**src/rtl/li_eq_pkg.sv**
```systemverilog
package li_eq_pkg;
    typedef enum logic [1:0] {
        MODE_DISABLE,
        MODE_ABSENT,
        MODE_PRESENT
    } eq_mode_e;
endpackage

```
**src/rtl/li_eq_slot.sv**
```systemverilog
// One channel's hold register: keeps a real event until the set fires.
module li_eq_slot #(
    parameter int DATA_W = 8
) (
    input  logic              clk,
    input  logic              rst,
    input  logic              take_v,
    input  logic [DATA_W-1:0] take_d,
    input  logic              release_i,
    output logic              eff_v,
    output logic [DATA_W-1:0] eff_d
);
    typedef struct packed {
        logic              occ;
        logic [DATA_W-1:0] dat;
    } slot_s;

    slot_s slot_d, slot_q;

    always_comb begin
        eff_v  = slot_q.occ | take_v;
        eff_d  = slot_q.occ ? slot_q.dat : take_d;
        slot_d = slot_q;
        if (release_i) begin
            slot_d.occ = 1'b0;
            slot_d.dat = '0;
        end else if (!slot_q.occ && take_v) begin
            slot_d.occ = 1'b1;
            slot_d.dat = take_d;
        end
    end

    always_ff @(posedge clk) begin
        if (rst) slot_q <= '0;
        else     slot_q <= slot_d;
    end
endmodule

```
**src/rtl/li_eq_mode.sv**
```systemverilog
// Picks disable / absent / present for the current cycle.
module li_eq_mode
    import li_eq_pkg::*;
#(
    parameter int NUM_IN = 4
) (
    input  logic              dn_stall,
    input  logic [NUM_IN-1:0] present,
    output eq_mode_e          mode
);
    always_comb begin
        if (dn_stall)      mode = MODE_DISABLE;
        else if (&present) mode = MODE_PRESENT;
        else               mode = MODE_ABSENT;
    end
endmodule

```
**src/rtl/li_equalizer.sv**
```systemverilog
module li_equalizer
    import li_eq_pkg::*;
#(
    parameter int NUM_IN = 4,
    parameter int DATA_W = 8
) (
    input  logic                     clk,
    input  logic                     rst,
    input  logic [NUM_IN-1:0]        in_valid,
    input  logic [NUM_IN*DATA_W-1:0] in_data,
    input  logic                     dn_stall,
    output logic [NUM_IN-1:0]        out_valid,
    output logic [NUM_IN*DATA_W-1:0] out_data,
    output logic [NUM_IN-1:0]        up_stall
);
    localparam int BUS_W = NUM_IN * DATA_W;

    typedef struct packed {
        logic [NUM_IN-1:0] vld;
        logic [BUS_W-1:0]  dat;
        logic [NUM_IN-1:0] stl;
    } out_s;

    logic [NUM_IN-1:0] present;
    logic [BUS_W-1:0]  eff_data;
    eq_mode_e          mode;
    logic              fire;
    out_s              out_d, out_q;

    for (genvar g = 0; g < NUM_IN; g++) begin : g_slot
        li_eq_slot #(.DATA_W(DATA_W)) u_slot (
            .clk       (clk),
            .rst       (rst),
            .take_v    (in_valid[g]),
            .take_d    (in_data[g*DATA_W +: DATA_W]),
            .release_i (fire),
            .eff_v     (present[g]),
            .eff_d     (eff_data[g*DATA_W +: DATA_W])
        );
    end

    li_eq_mode #(.NUM_IN(NUM_IN)) u_mode (
        .dn_stall (dn_stall),
        .present  (present),
        .mode     (mode)
    );

    assign fire = (mode == MODE_PRESENT);

    always_comb begin
        out_d = '0;
        unique case (mode)
            MODE_DISABLE: out_d.stl = '1;
            MODE_ABSENT:  out_d.stl = present;
            MODE_PRESENT: begin
                out_d.vld = '1;
                out_d.dat = eff_data;
            end
            default:      out_d = '0;
        endcase
    end

    always_ff @(posedge clk) begin
        if (rst) out_q <= '0;
        else     out_q <= out_d;
    end

    assign out_valid = out_q.vld;
    assign out_data  = out_q.dat;
    assign up_stall  = out_q.stl;
endmodule

```
**config.mk**
```make
export PLATFORM = sky130hd
export DESIGN_NAME = li_equalizer
export DESIGN_NICKNAME = d
export VERILOG_FILES = /design/src/rtl/li_eq_pkg.sv /design/src/rtl/li_eq_slot.sv /design/src/rtl/li_eq_mode.sv /design/src/rtl/li_equalizer.sv
export SDC_FILE = /design/constraint.sdc
export NUM_CORES = 1
export LEC_CHECK = 0
export ABC_AREA = 1
export BUFFER_PORTS_ARGS = -buffer_cell sky130_fd_sc_hd__buf_2
export CAP_MARGIN = 20
export CORE_ASPECT_RATIO = 1.75
export CORE_UTILIZATION = 45
export DETAILED_ROUTE_END_ITERATION = 16
export PLACE_DENSITY_LB_ADDON = 0.08
export SYNTH_ARGS = -nofsm -noshare
export SYNTH_HDL_FRONTEND = slang
export SYNTH_SLANG_ARGS = --single-unit
```
**constraint.sdc**
```tcl
create_clock -name clk -period 2.3 [get_ports clk]
set_input_delay 0.46 -clock clk [delete_from_list [all_inputs] [get_ports clk]]
set_output_delay 0.46 -clock clk [all_outputs]
set_load 0.05 [all_outputs]
```
# Word level (Yosys, flattened, before mapping)
# Index checks and enable logic that the tools add are counted.
[op_classes]
eq_ne = 2
n_mux = 8
n_bitwise = 5
reduce_logical = 12
[op_table]
columns = ["operator", "count"]
rows = [
  ["2-to-1 mux 36 bit", 1],
  ["2-to-1 mux 8 bit", 4],
  ["case mux 4 bit (2 select lines)", 1],
  ["logical AND 1 bit", 4],
  ["logical NOT 1 bit", 4],
  ["2-to-1 mux 2 bit", 2],
  ["OR 1 bit", 4],
  ["AND reduction 4 bit", 1],
  ["OR reduction 2 bit", 2],
  ["== test 2 x 1 -> 1 bit, second input constant", 1],
  ["== test 2 bit, second input constant", 1],
  ["logical NOT 2 bit", 1],
  ["inverter 1 bit", 1],
]
[totals]
reg_bits = 76
in_bits = 39
elab_cells = 38

# Logic depth before layout (Yosys ltp)
[logic_depth]
ltp_word = 7
mapped_depth = 7
mapped_depth_nobuf = 5

# Modules after synthesis
# Synthesis repeated with hierarchy kept, for this count alone.
[hier_totals]
hier_cells = 427
hier_area_um2 = 3004.1
[by_module_without_submodules]
columns = ["module", "n_inst", "cells_per_inst", "area_each_um2"]
rows = [
  ["li_eq_slot", 4, 75, 466.7],
  ["li_equalizer", 1, 122, 1112.3],
  ["li_eq_mode", 1, 5, 25.0],
]

# Least setup slack after synthesis
# OpenSTA, ideal clock, no wires.
[synth_timing]
path_type = "register -> output"
start = "reg, netlist name out_valid[2]"
end = "out out_valid[1]"
t_arrival_ns = 0.934
path_slack_ns = 0.906
path_stages_with_launch = 2
path_buffers = 1
path_cell_list = "dfxtp_1 -> buf_4"
[synth_lines]
columns = ["element", "line_no", "source"]
rows = [
  ["end, declared", "li_equalizer.sv:12", "output logic [NUM_IN-1:0] out_valid,"],
]

# Worst setup path in the final report
[layout_timing]
start = "reg g_slot[3].u_slot.slot_q[8] (netlist bit)"
end = "reg out_q, in the netlist out_data[26]"
[layout_between]
elab_chain_len = 7
elab_cells_between_ends = 8
[layout_rtl]
columns = ["element", "line_no", "source"]
rows = [
  ["start, declared", "li_eq_slot.sv:18", "slot_s slot_d, slot_q;"],
  ["start signal, assigned", "li_eq_slot.sv:35", "else slot_q <= slot_d;"],
  ["OR 1 bit", "li_eq_slot.sv:21", "eff_v = slot_q.occ | take_v;"],
  ["AND reduction 4 bit", "li_eq_mode.sv:13", "else if (&present) mode = MODE_PRESENT;"],
  ["2-to-1 mux 2 bit", "li_eq_mode.sv:13", ""],
  ["2-to-1 mux 2 bit", "li_eq_mode.sv:12", "if (dn_stall) mode = MODE_DISABLE;"],
  ["== test 2 bit", "li_equalizer.sv:52", "unique case (mode)"],
  ["inverter 1 bit (no line)", "n/a", ""],
  ["OR reduction 2 bit (no line)", "n/a", ""],
  ["end signal, assigned", "li_equalizer.sv:65", "else out_q <= out_d;"],
  ["end, declared", "li_equalizer.sv:28", "out_s out_d, out_q;"],
]
# Several ways; a longest one is shown, not always the timed one.
# A chain may end at the register's enable or synchronous reset.

==> results.py <==
metrics = {
    "synth": {
        "synth_top_area_cell": "dfxtp_1",
        "synth_nets": 354,
        "synth_seq_area_share_pct": 50.8,
        "syn_area_per_cell_sq_um": 9.13,
        "yosys_register_bits": 73,
        "netlist_instances": 315,
        "netlist_area_sq_mm": 0.00288,
        "synth_top_area_share_pct": 50.8,
        "synth.distinct_cells": 18,
        "yosysWarnings": 0,
        "ys_top_cells_by_area": "dfxtp_1 (51%), mux2i_1 (11%), nor2_2 (10%)",
    },
    "drt": {
        "first_pass_iters": 5,
        "wire_per_inst_um": 11.2,
        "drt_iter0_drc": 95,
        "drc": 0,
        "routed_wl_um": 5330,
        "vias": 2128,
        "ant_nets": 0,
        "viasPerCell": 4.48,
    },
    "timing": {
        "min_period_ns": 1.71,
        "rsz0062_at_grt": "no",
        "finalSetupViolations": 0,
        "max_freq_mhz": 584,
        "setup_ws_ns": 0.589,
        "fin_crit_sh_pct": 74.4,
        "fin_skew_ns": 0.00622,
        "maxSlewHeadroom_pct": 48.5,
        "holdWs_ns": 0.381,
        "slew_viol_final": 0,
        "hold_viol": 0,
        "worst_pin_slew_ns": 0.771,
        "setup_tns_ns": 0,
    },
    "floorplan": {
        "initial_utilization_pct": 46.5,
        "io-pin-count": 79,
        "die_area_sq_mm": 0.00673,
        "num_rows": 38,
        "core_sq_mm": 0.00618,
        "die_x_um": 62.4,
        "chipHeight_um": 108,
    },
    "cells_and_area": {
        "stdcell_area_sq_mm": 0.00344,
        "fill_cells": 618,
        "nets": 429,
        "drive_above_1_share_pct": 37.5,
        "final_util_pct": 55.7,
        "n_antenna_cell": 0,
        "final_common_cell": "buf_2",
        "final_cell_mix": "buf_2 (78), dfxtp_1 (73), nor2_2 (46)",
        "syn2layout_area_growth_pct": 19.7,
    },
    "clock_tree": {
        "hold_buffers": 0,
        "clock_latency_ns": 0.35,
        "cts.clk_slew.worst_paths_ns": 0.07,
        "cts_resized": 0,
        "post_cts_buffers": 0,
        "cts_tree": "built",
        "numCtsBuffers": 9,
        "clkSinkCount": 73,
        "cts_max_level": 3,
        "root_buffer": "clkbuf_8",
        "clockBufferDepth": 2,
    },
    "setup_path": {
        "arrival_ns": 1.97,
        "endpoint": "out_data[26]",
        "critPathLaunch": "g_slot[3].u_slot.slot_q[8]",
        "r2r_start": "g_slot[3].u_slot.slot_q[8]",
        "endpoint_kind": "flip-flop",
        "rrSetupSlack_ns": 0.59,
        "worst_r2r_endpoint": "out_data[26]",
        "cp_max_fo": 33,
        "r2r_cells": 5,
        "critPathKind": "reg -> reg",
        "critPathLaunchType": "flip-flop",
        "critPathRequiredTime_ns": 2.56,
    },
    "global_route": {
        "grt_pass1_vias": 1911,
        "grt_max_degree": 41,
        "overflow": 0,
        "antenna_found_initial": 0,
        "grt_use_total_pct": 16.9,
        "grt_pass1_wl_um": 8400,
    },
    "power": {
        "p_comb_share_pct": 14.3,
        "p_seq_share_pct": 48.6,
        "p_per_area_mw_per_mm2": 815,
        "p_clk_share_pct": 37.1,
        "p_sw_share_pct": 26.3,
        "leakagePower_nw": 1.67,
        "netSwitchingPower_w": 0.000737,
        "internal_power_w": 0.00207,
        "peakVddDrop_mv": 0.476,
    },
    "worst_hold_path": {
        "min_path_type": "in -> reg",
    },
    "placed_design": {
        "place.gp.congestion": 0.674,
        "dpl_worst_slack_ns": 0.507,
        "post_dp_cell_area_sq_mm": 0.00323,
        "portBuffers": 78,
        "dp_hpwl_um": 3390,
    },
    "run": {
        "cap_violations": 0,
    },
    "outcome": {
        "status": "completed",
    },
}
## state kept, by name, summed over array words and instances (netlist names)
name and flops:
g_slot.u_slot.slot_q 36, up_stall 4, out_data 32, out_valid 1
## stage by stage
stage | power (W) | std cells
finish | 0.00281 | 475
global route | 0.00293 | 475
CTS | 0.00285 | 475
detailed placement | 0.00180 | 459
global placement | 0.00179 | 459
floorplan | 0.00172 | 315
## power groups by stage
stage / combinational [W] / sequential (W) / clock [W]
after floorplan: 0.000269 / 0.00145 / 0
after global placement: 0.000400 / 0.00139 / 0
after detailed placement: 0.000405 / 0.00139 / 0
after CTS: 0.000408 / 0.00136 / 0.00108
after global routing: 0.000449 / 0.00137 / 0.00111
final: 0.000402 / 0.00136 / 0.00104
## cell families after synthesis
| family | share of synthesized area (%) |
|---|---|
| buf+inv | 10.7 |
| flops | 50.8 |
| compound gates | 5.57 |
| mux | 11.1 |
| simple gates | 21.7 |
## critical path, stage by stage (launching register included)
cell     delay (ns)
dfxtp_1        0.32
buf_4          0.21
nor2_2         0.09
nor2_4         0.14
nand4_4        0.58
nor2_2         0.26
## synth_stat cells
cell	number
nand4_4	1
inv_1	39
buf_4	3
mux2i_1	32
dfxtp_1	73
buf_6	11
nor3_1	3
nand2_1	36
o21ai_1	1
nor2_4	2
nor2_1	30
nand2_4	1
nand3_2	1
nor2_2	46
buf_2	1
or2_4	1
clkbuf_1	3
o21ai_0	31
## layer usage
metal / GRT usage, % / vias to the layer above / part of all wire, %
met5: 0 / - / 0
met4: 11.5 / 0 / 2.4
met3: 6.14 / 8 / 5.0
met2: 29.0 / 51 / 50
met1: 16.7 / 953 / 42
li1: - / 1116 / -
## final cells by class
cell class                      instances  area (sq um)  area share, %
Sequential cell                        73          1460           42.5
Multi-Input combinational cell        185          1100           32.1
Timing Repair Buffer                   82           420           12.2
Clock buffer                           14           173           5.02
Inverter                               39           146           4.25
Tap cell                               80           100           2.91
Clock inverter                          2          35.0           1.02
## worst min-delay path by stage
stage | start | end | slack [ns] | cells past startpoint
after floorplan | g_slot[0].u_slot.slot_q[4] | out_data[4] | 0.48 | 2
after global placement | g_slot[0].u_slot.slot_q[4] | out_data[4] | 0.49 | 2
after detailed placement | g_slot[0].u_slot.slot_q[4] | out_data[4] | 0.50 | 2
after CTS | in_data[20] | g_slot[2].u_slot.slot_q[4] | 0.36 | 3
after global routing | in_valid[0] | up_stall[0] | 0.37 | 3
final | in_data[20] | g_slot[2].u_slot.slot_q[4] | 0.38 | 3
Note: power is estimated with default switching activity, not from simulation.
